===== src/rtl/kwdt_pkg.sv =====
package kwdt_pkg;
  localparam logic [15:0] WR_KEY   = 16'h1234;
  localparam logic [7:0]  OFF_CFG  = 8'h04;
  localparam logic [7:0]  OFF_LOAD = 8'h08;
  localparam logic [7:0]  OFF_REFR = 8'h18;
  localparam logic [7:0]  OFF_RUN  = 8'h1C;
  localparam int          DIV_LSB  = 8;
  localparam int          N_GROUPS = 3;
  // group indices within the refresh register
  localparam int          GRP_COMMIT = 2;
  localparam int          GRP_RELOAD = 1;
endpackage


===== src/rtl/kwdt_regs.sv =====
module kwdt_regs #(
  parameter int ADDR_W  = 5,
  parameter int DATA_W  = 32,
  parameter int DIV_W   = 8,
  parameter int CNT_W   = 16,
  parameter int DIV_RST = 15
) (
  input  logic              clk,
  input  logic              rst,
  input  logic [ADDR_W-1:0] bus_addr,
  input  logic              bus_we,
  input  logic [DATA_W-1:0] bus_wdata,
  output logic [DATA_W-1:0] bus_rdata,
  output logic [DIV_W-1:0]  div_staged,
  output logic [CNT_W-1:0]  load_staged,
  output logic              run,
  output logic              commit_p,
  output logic              reload_p
);
  import kwdt_pkg::*;
  localparam int HALF = DATA_W / 2;
  localparam int REFR_W = 2 * N_GROUPS;
  localparam logic [ADDR_W-1:0] A_CFG  = ADDR_W'(OFF_CFG);
  localparam logic [ADDR_W-1:0] A_LOAD = ADDR_W'(OFF_LOAD);
  localparam logic [ADDR_W-1:0] A_REFR = ADDR_W'(OFF_REFR);
  localparam logic [ADDR_W-1:0] A_RUN  = ADDR_W'(OFF_RUN);
  localparam logic [HALF-1:0] CFG_RST = HALF'(DIV_RST) << DIV_LSB;

  logic [HALF-1:0]   cfg_q;
  logic [CNT_W-1:0]  load_q;
  logic [REFR_W-1:0] refr_q;
  logic              run_q;
  logic              key_ok, wr_ok;
  logic [HALF-1:0]   wlow;
  logic [1:0]        fire;

  assign key_ok = bus_wdata[DATA_W-1:HALF] == HALF'(WR_KEY);
  assign wr_ok  = bus_we && key_ok;
  assign wlow   = bus_wdata[HALF-1:0];

  // one detector per group that drives an action
  for (genvar g = 1; g < N_GROUPS; g++) begin : g_fire
    logic [1:0] nv, ov;
    assign nv = wlow[2*g+1:2*g];
    assign ov = refr_q[2*g+1:2*g];
    assign fire[g-1] = wr_ok && (bus_addr == A_REFR) &&
                       (nv == 2'b01 || nv == 2'b10) && (nv != ov);
  end

  assign commit_p = fire[GRP_COMMIT-1];
  assign reload_p = fire[GRP_RELOAD-1];

  always_ff @(posedge clk) begin
    if (rst) begin
      cfg_q  <= CFG_RST;
      load_q <= '1;
      refr_q <= '0;
      run_q  <= 1'b0;
    end else if (wr_ok) begin
      case (bus_addr)
        A_CFG:   cfg_q  <= wlow;
        A_LOAD:  load_q <= wlow[CNT_W-1:0];
        A_REFR:  refr_q <= wlow[REFR_W-1:0];
        A_RUN:   run_q  <= wlow[0];
        default: ;
      endcase
    end
  end

  always_ff @(posedge clk) begin
    if (rst) begin
      bus_rdata <= '0;
    end else begin
      case (bus_addr)
        A_CFG:   bus_rdata <= DATA_W'(cfg_q);
        A_LOAD:  bus_rdata <= DATA_W'(load_q);
        A_REFR:  bus_rdata <= DATA_W'(refr_q);
        A_RUN:   bus_rdata <= DATA_W'(run_q);
        default: bus_rdata <= '0;
      endcase
    end
  end

  assign div_staged  = cfg_q[DIV_LSB+DIV_W-1:DIV_LSB];
  assign load_staged = load_q;
  assign run         = run_q;


  key_guard_chk: assert property (@(posedge clk) disable iff (rst)
    (bus_we && !key_ok) |=> ($stable(cfg_q) && $stable(load_q) &&
                             $stable(refr_q) && $stable(run_q)));
endmodule


===== src/rtl/kwdt_presc.sv =====
module kwdt_presc #(
  parameter int DIV_W   = 8,
  parameter int DIV_RST = 15
) (
  input  logic             clk,
  input  logic             rst,
  input  logic             en,
  input  logic             commit,
  input  logic [DIV_W-1:0] div_in,
  output logic             tick
);
  logic [DIV_W-1:0] div_act, phase;

  always_ff @(posedge clk) begin
    if (rst) begin
      div_act <= DIV_W'(DIV_RST);
      phase   <= '0;
    end else if (commit) begin
      div_act <= div_in;
      phase   <= '0;
    end else if (en) begin
      phase <= (phase == div_act) ? '0 : phase + DIV_W'(1);
    end
  end

  assign tick = en && (phase == div_act);


  phase_bound_chk: assert property (@(posedge clk) disable iff (rst)
    phase <= div_act);

  commit_load_chk: assert property (@(posedge clk) disable iff (rst)
    commit |=> (div_act == $past(div_in) && phase == '0));
endmodule


===== src/rtl/kwdt_count.sv =====
module kwdt_count #(
  parameter int CNT_W = 16
) (
  input  logic             clk,
  input  logic             rst,
  input  logic             en,
  input  logic             tick,
  input  logic             reload,
  input  logic [CNT_W-1:0] load_in,
  output logic             expire
);
  logic [CNT_W-1:0] load_act, count;

  always_ff @(posedge clk) begin
    if (rst) begin
      load_act <= '1;
      count    <= '1;
      expire   <= 1'b0;
    end else begin
      expire <= 1'b0;
      if (reload) begin
        load_act <= load_in;
        count    <= load_in;
      end else if (tick) begin
        if (count <= CNT_W'(1)) begin
          count  <= load_act;
          expire <= 1'b1;
        end else begin
          count <= count - CNT_W'(1);
        end
      end
    end
  end


  stopped_hold_chk: assert property (@(posedge clk) disable iff (rst)
    (!en && !reload) |=> $stable(count));

  req_needs_run_chk: assert property (@(posedge clk) disable iff (rst)
    expire |-> $past(en));
endmodule


===== src/rtl/kwdt_top.sv =====
module kwdt_top #(
  parameter int ADDR_W  = 5,
  parameter int DATA_W  = 32,
  parameter int DIV_W   = 8,
  parameter int CNT_W   = 16,
  parameter int DIV_RST = 15
) (
  input  logic              clk,
  input  logic              rst,
  input  logic [ADDR_W-1:0] bus_addr,
  input  logic              bus_we,
  input  logic [DATA_W-1:0] bus_wdata,
  output logic [DATA_W-1:0] bus_rdata,
  output logic              wdt_rst_req
);
  logic [DIV_W-1:0] div_staged;
  logic [CNT_W-1:0] load_staged;
  logic run, commit_p, reload_p, tick;

  kwdt_regs #(
    .ADDR_W(ADDR_W), .DATA_W(DATA_W), .DIV_W(DIV_W),
    .CNT_W(CNT_W), .DIV_RST(DIV_RST)
  ) u_regs (
    .clk(clk), .rst(rst), .bus_addr(bus_addr), .bus_we(bus_we),
    .bus_wdata(bus_wdata), .bus_rdata(bus_rdata),
    .div_staged(div_staged), .load_staged(load_staged), .run(run),
    .commit_p(commit_p), .reload_p(reload_p)
  );

  kwdt_presc #(.DIV_W(DIV_W), .DIV_RST(DIV_RST)) u_presc (
    .clk(clk), .rst(rst), .en(run), .commit(commit_p),
    .div_in(div_staged), .tick(tick)
  );

  kwdt_count #(.CNT_W(CNT_W)) u_count (
    .clk(clk), .rst(rst), .en(run), .tick(tick), .reload(reload_p),
    .load_in(load_staged), .expire(wdt_rst_req)
  );
endmodule


===== config.mk =====
export PLATFORM = sky130hd
export DESIGN_NAME = kwdt_top
export DESIGN_NICKNAME = d
export VERILOG_FILES = /design/src/rtl/kwdt_pkg.sv /design/src/rtl/kwdt_regs.sv /design/src/rtl/kwdt_presc.sv /design/src/rtl/kwdt_count.sv /design/src/rtl/kwdt_top.sv
export SDC_FILE = /design/constraint.sdc
export NUM_CORES = 1
export LEC_CHECK = 0
export BUFFER_PORTS_ARGS = -buffer_cell sky130_fd_sc_hd__buf_2
export CAP_MARGIN = 20
export CORE_UTILIZATION = 53
export DETAILED_ROUTE_END_ITERATION = 12
export HOLD_SLACK_MARGIN = 0.03
export PLACE_DENSITY = 0.73
export SETUP_SLACK_MARGIN = 0.05
export SYNTH_ARGS = -nofsm -noshare
export SYNTH_HDL_FRONTEND = slang
export SYNTH_HIERARCHICAL = 1
export SYNTH_SLANG_ARGS = --single-unit

===== constraint.sdc =====
create_clock -name clk -period 4.1 [get_ports clk]
set_input_delay 1.025 -clock clk [delete_from_list [all_inputs] [get_ports clk]]
set_output_delay 1.025 -clock clk [all_outputs]
set_load 0.05 [all_outputs]

==> results of run 1 <==
-- metal layers --
| layer | wire, um | up-vias | global-route usage [%] |
|---|---|---|---|
| li1 | - | 2027 | - |
| met1 | 5180 | 1970 | 30.7 |
| met2 | 5470 | 150 | 42.7 |
| met3 | 586 | 17 | 4.33 |
| met4 | 169 | 0 | 6.54 |
| met5 | 0 | - | 0 |
-- cells in the mapped netlist (3+ instances only) --
master,instances
buf_2,8
o21ai_1,11
clkbuf_1,18
nand4_1,26
nor2_1,80
or4_1,3
buf_6,4
nand2_1,26
inv_1,21
nor2b_1,7
a222oi_1,6
a21oi_1,41
and2_1,5
mux2i_1,26
nand3_1,6
dlygate4sd1_1,4
ha_1,3
a211o_1,5
xnor2_1,18
o21ai_0,36
dfxtp_1,104
xor2_1,6
o211ai_1,11
nor4_1,10
buf_4,27
nor3b_1,4
a22oi_1,10
nor3_1,4
a21boi_0,3
nand2b_1,4
-- logic make-up after synthesis --
family / share of synthesized area [%]
buffers and inverters: 9.88
AOI/OAI and AO/OA: 16.7
DFF: 41.7
muxes: 5.44
adders and majority gates: 0.753
other: 0.0752
xor gates and xnor gates: 4.21
and+or+nand+nor: 21.2
-- how the worst max path moves through the flow --
stage                              endpoint  slack [ps]  depth (start not counted)
after CTS                 u_count/count[12]        1250                          9
after global routing      u_count/count[10]        1040                          9
final                     u_count/count[13]        1180                          9
after detailed placement  u_count/count[13]         870                          9
after global placement    u_count/count[10]         940                          9
after floorplan           u_count/count[10]        1050                          9
-- state kept, by name (all words and copies together), names as in the netlist --
register,flops
u_count/count,16
u_count/expire,1
u_count/load_act,16
u_presc/div_act,8
u_presc/phase,8
u_regs/bus_rdata,16
u_regs/cfg_q,16
u_regs/load_staged,16
u_regs/refr_q,6
u_regs/run,1
-- power by group through the flow --
stage / logic [W] / registers [W] / clock network, W
2_1_floorplan: 0.0000824 / 0.00103 / 0
5_1_grt: 0.000117 / 0.00101 / 0.000651
6_report: 0.000110 / 0.00101 / 0.000594
3_3_place_gp: 0.000107 / 0.00103 / 0
4_1_cts: 0.000109 / 0.00101 / 0.000607
3_5_place_dp: 0.000109 / 0.00103 / 0
-- critical path, stage by stage --
cell	delay, ps
buf_2	110
nor4b_4	400
nand4_4	210
or2_2	360
a21oi_2	140
buf_4	360
nor2b_1	280
o21ai_1	170
o211ai_1	100
-- through the flow --
stage          power, W  instances  instance area [um2]  hold slack [ps]
2_1_floorplan   0.00112        587                 5040              430
3_3_place_gp    0.00114        698                 5120              441
3_5_place_dp    0.00114        698                 5120              453
4_1_cts         0.00173        714                 5300              468
5_1_grt         0.00178        714                 5300              493
6_report        0.00171        714                 5300              467
-- final cells by class --
cell class	count	area share (%)
multi-input combinational	399	46.6
inverter	21	1.49
clock inverter	5	0.779
clock buffer	11	2.67
sequential	104	39.3
tap	111	2.62
timing repair buffer	63	6.52
==> impl_metrics.env, run 1 <==
export IMPL_detailed_place_hpwl_um=7840
export IMPL_multi_input_area_um2=2470
export IMPL_syn_area_um2=4990
export IMPL_clkPwrFrac_pct=34.7
export IMPL_yosysUniqueCellTypes=58
export IMPL_start_util_pct=54.2
export IMPL_most_common_layout_cells="dfxtp_1 (104), nor2_1 (80), buf_2 (56)"
export IMPL_setup_tns_ps=0
export IMPL_clkLatencyLatePin_ps=370
export IMPL_final_common_cell="dfxtp_1"
export IMPL_antenna_left=0
export IMPL_grt_max_degree=73
export IMPL_synth_area_leader_cell="dfxtp_1"
export IMPL_syn_inst=572
export IMPL_nNetsFinal=641
export IMPL_regArea_um2=2080
export IMPL_ctsResizeCount=0
export IMPL_worst_clock_skew_ps=11.0
export IMPL_hold_viol_final=0
export IMPL_netlist_area_leader_share_pct=41.7
export IMPL_antenna_cells=0
export IMPL_clock_sinks=104
export IMPL_postCtsSetupBuffers=0
export IMPL_wire_per_inst_um=16.0
export IMPL_p_int_w=0.00128
export IMPL_hold_class="reg -> reg"
export IMPL_cts_htree_levels=3
export IMPL_clockBufferDepth=2
export IMPL_port_buffers=56
export IMPL_cp_max_fo=39
export IMPL_numCtsBuffers=9
export IMPL_place_congestion=0.869
export IMPL_grt_pass1_wl_um=19100
export IMPL_drv_cap=0
export IMPL_min_to="u_count/load_act[14]"
export IMPL_fin_ws_ps=1180
export IMPL_dieArea_um2=9800
export IMPL_tightest_slew_ps=1060
export IMPL_grt_pass1_vias=4049
export IMPL_antenna_found_initial=0
export IMPL_ys_ff_latch=104
export IMPL_firstDrtPassIters=5
export IMPL_max_slew_margin_pct=29.4
export IMPL_finalSetupViolCount=0
export IMPL_crit_arrival_ps=3160
export IMPL_status="finished, final reports clean"
export IMPL_die_w_um=99.0
export IMPL_async_flop_share_pct=0
export IMPL_final_core_util_pct=57.6
export IMPL_drc=0
export IMPL_required_ps=4340
export IMPL_pwr_share_comb_pct=6.4
export IMPL_yosysSeqAreaShare_pct=41.7
export IMPL_drtIter0Drc=210
export IMPL_synth_top_flop_cell="dfxtp_1"
export IMPL_vias=4164
export IMPL_cp_start_kind="input pin"
export IMPL_cts_hold_buf=0
export IMPL_synthTopCellsByArea="dfxtp_1 (42%), nor2_1 (6.0%), mux2i_1 (5.2%)"
export IMPL_r2r_cells=5
export IMPL_area_growth_pct=6.27
export IMPL_powerDensity_nw_per_um2=323
export IMPL_core_um2=9200
export IMPL_syn_avg_cell_area_um2=8.72
export IMPL_cts_tree="built"
export IMPL_crit_type="in -> reg"
export IMPL_num_rows=35
export IMPL_dp_slack_ps=867
export IMPL_num_io_pins=73
export IMPL_max_clock_freq_mhz=343
export IMPL_root_buffer="clkbuf_8"
export IMPL_min_period_over_period_pct=71.1
export IMPL_slew_viol_final=0
export IMPL_holdCritStartpoint="u_count/load_act[14]"
export IMPL_timing_critical_path_from="bus_wdata[23]"
export IMPL_grt_overflow_total=0
export IMPL_leakagePower_nw=2.04
export IMPL_via_per_inst=5.83
export IMPL_drive_gt1_share_pct=15.8
export IMPL_die_h_um=99.0
export IMPL_end_kind="register"
export IMPL_fillers=811
export IMPL_clk_pin_slew_worst_paths_ps=100
export IMPL_period_minus_slack_ps=2920
export IMPL_synth_edf_count=0
export IMPL_vdd_ir_drop_worst_mv=0.256
export IMPL_wl_um=11400
export IMPL_rrSetupSlack_ps=1420
export IMPL_worstReg2RegStart="u_count/count[11]"
export IMPL_track_usage_pct=24.3
export IMPL_rsz0062_at_grt="no"
export IMPL_yosysWarnings=6
export IMPL_reg2reg_to="u_count/count[10]"
export IMPL_seqPwrFrac_pct=58.9
export IMPL_switchingPower_w=0.000433
export IMPL_sw_frac_of_total_pct=25.3
export IMPL_min_path_cells=2
No activity file was read; power rests on OpenSTA's default activity.
==> run 2, diff against run 1 <==
==> constraint.sdc (replaced) <==
create_clock -name clk -period 2.8 [get_ports clk]
set_input_delay 0.7 -clock clk [delete_from_list [all_inputs] [get_ports clk]]
set_output_delay 0.7 -clock clk [all_outputs]
set_load 0.05 [all_outputs]
==> impl_metrics.env, run 2 (synthesized netlist as in run 1, its figures left out) <==
export IMPL_end_kind="register"
export IMPL_cts_tree="built"
export IMPL_crit_chain="or4_1 -> or4_1 -> or2_1 -> buf_4 -> o211ai_1 -> o21ai_1"
export IMPL_holdWs_ps=461
export IMPL_finalSetupViolCount=0
export IMPL_numCtsBuffers=9
export IMPL_antenna_left=0
export IMPL_nNetsFinal=654
export IMPL_fin_ws_ps=233
export IMPL_setup_tns_ps=0
export IMPL_worst_clock_skew_ps=10.7
export IMPL_grt_overflow_total=0
export IMPL_ctsResizeCount=0
export IMPL_clkLatencyLatePin_ps=370
export IMPL_antenna_cells=0
export IMPL_cp_slowest_stage_delay_ps=610
export IMPL_sw_frac_of_total_pct=24.3
export IMPL_num_io_pins=73
export IMPL_die_w_um=99.0
export IMPL_clkPwrFrac_pct=35.7
export IMPL_clk_pin_slew_worst_paths_ps=90
export IMPL_cts_hold_buf=0
export IMPL_crit_arrival_ps=2820
export IMPL_place_congestion=0.887
export IMPL_track_usage_pct=24.9
export IMPL_tightest_slew_ps=736
export IMPL_antenna_found_initial=0
export IMPL_switchingPower_w=0.000619
export IMPL_die_h_um=99.0
export IMPL_grt_max_degree=40
export IMPL_cts_htree_levels=3
export IMPL_max_slew_margin_pct=50.8
export IMPL_start_util_pct=54.2
export IMPL_powerDensity_nw_per_um2=472
export IMPL_vias=4290
export IMPL_p_int_w=0.00193
export IMPL_drtIter0Drc=348
export IMPL_drive_gt1_share_pct=17.5
export IMPL_final_common_cell="dfxtp_1"
export IMPL_seqPwrFrac_pct=58.0
export IMPL_via_per_inst=5.90
export IMPL_grt_pass1_vias=4061
export IMPL_drc=0
export IMPL_placed_cells=711
export IMPL_cpMaxStageDelayCell="or4_1"
export IMPL_port_buffers=56
export IMPL_final_core_util_pct=58.7
export IMPL_slew_viol_final=0
export IMPL_cp_common_cell="or4_1"
export IMPL_clockBufferDepth=2
export IMPL_postCtsSetupBuffers=0
export IMPL_detailed_place_hpwl_um=8340
export IMPL_wire_per_inst_um=16.0
export IMPL_rsz0062_at_grt="no"
export IMPL_dieArea_um2=9800
export IMPL_max_clock_freq_mhz=390
export IMPL_crit_type="reg -> reg"
export IMPL_cp_start_kind="register"
export IMPL_wl_um=11600
export IMPL_hold_viol_final=0
export IMPL_firstDrtPassIters=7
export IMPL_dp_slack_ps=137
export IMPL_status="finished, final reports clean"
export IMPL_pwr_share_comb_pct=6.4
export IMPL_core_um2=9200
export IMPL_drv_cap=0
export IMPL_period_minus_slack_ps=2570
export IMPL_root_buffer="clkbuf_8"
export IMPL_grt_pass1_wl_um=19400
export IMPL_clock_sinks=104
export IMPL_leakagePower_nw=2.11
export IMPL_final_cell_count_no_fill=727
export IMPL_cp_max_fo=11
export IMPL_vdd_ir_drop_worst_mv=0.279
export IMPL_area_growth_pct=8.33
export IMPL_num_rows=35
export IMPL_min_period_over_period_pct=91.7
export IMPL_hold_class="reg -> reg"
export IMPL_most_common_layout_cells="dfxtp_1 (104), nor2_1 (80), buf_2 (56)"
export IMPL_required_ps=3050
## run 2: worst paths after layout
kind                             start              endpoint  slack, ps  cells after the start
setup reg to reg     u_count/count[11]     u_count/count[14]        230                      6
hold / removal    u_count/load_act[12]  u_count/load_act[12]        460                      2
setup / recovery     u_count/count[11]     u_count/count[14]        230                      6
hold reg to reg   u_count/load_act[12]  u_count/load_act[12]        460                      2
## run 2: stage by stage
stage               area [um2]  total power, W
detailed placement        5220         0.00167
floorplan                 5040         0.00164
CTS                       5400         0.00257
global route              5400         0.00264
global placement          5220         0.00167
finish                    5400         0.00255
## run 2: metal layers
layer  vias to the layer above  part of all wire [%]  GRT usage, %
met5                         -                     0             0
met1                      2054                    44          31.1
met3                        25                   5.4          4.33
met2                       156                    49          42.7
li1                       2055                     -             -
met4                         0                   2.4          9.64
## run 2: critical path, delay by kind of cell, from the launching register on
family | cells | cell delay [ps]
simple gates | 3 | 1600
flops | 1 | 370
compound gates | 2 | 250
buf+inv | 1 | 240
## run 2: power groups by stage
| stage | Sequential (W) | Clock [W] | Combinational [W] |
|---|---|---|---|
| after floorplan | 0.00151 | 0 | 0.000121 |
| after global placement | 0.00151 | 0 | 0.000159 |
| after detailed placement | 0.00151 | 0 | 0.000161 |
| after CTS | 0.00148 | 0.000930 | 0.000162 |
| after global routing | 0.00148 | 0.000988 | 0.000175 |
| final | 0.00148 | 0.000910 | 0.000163 |
## run 2: layout make-up
| type | instances | area (um2) |
|---|---|---|
| clock inverters | 6 | 60.1 |
| fillers | 838 | 3790 |
| multi-input cells | 399 | 2470 |
| flip-flops and latches | 104 | 2080 |
| clock buffers | 10 | 128 |
| repair buffers | 76 | 443 |
| inverters | 21 | 78.8 |
| well taps | 111 | 139 |
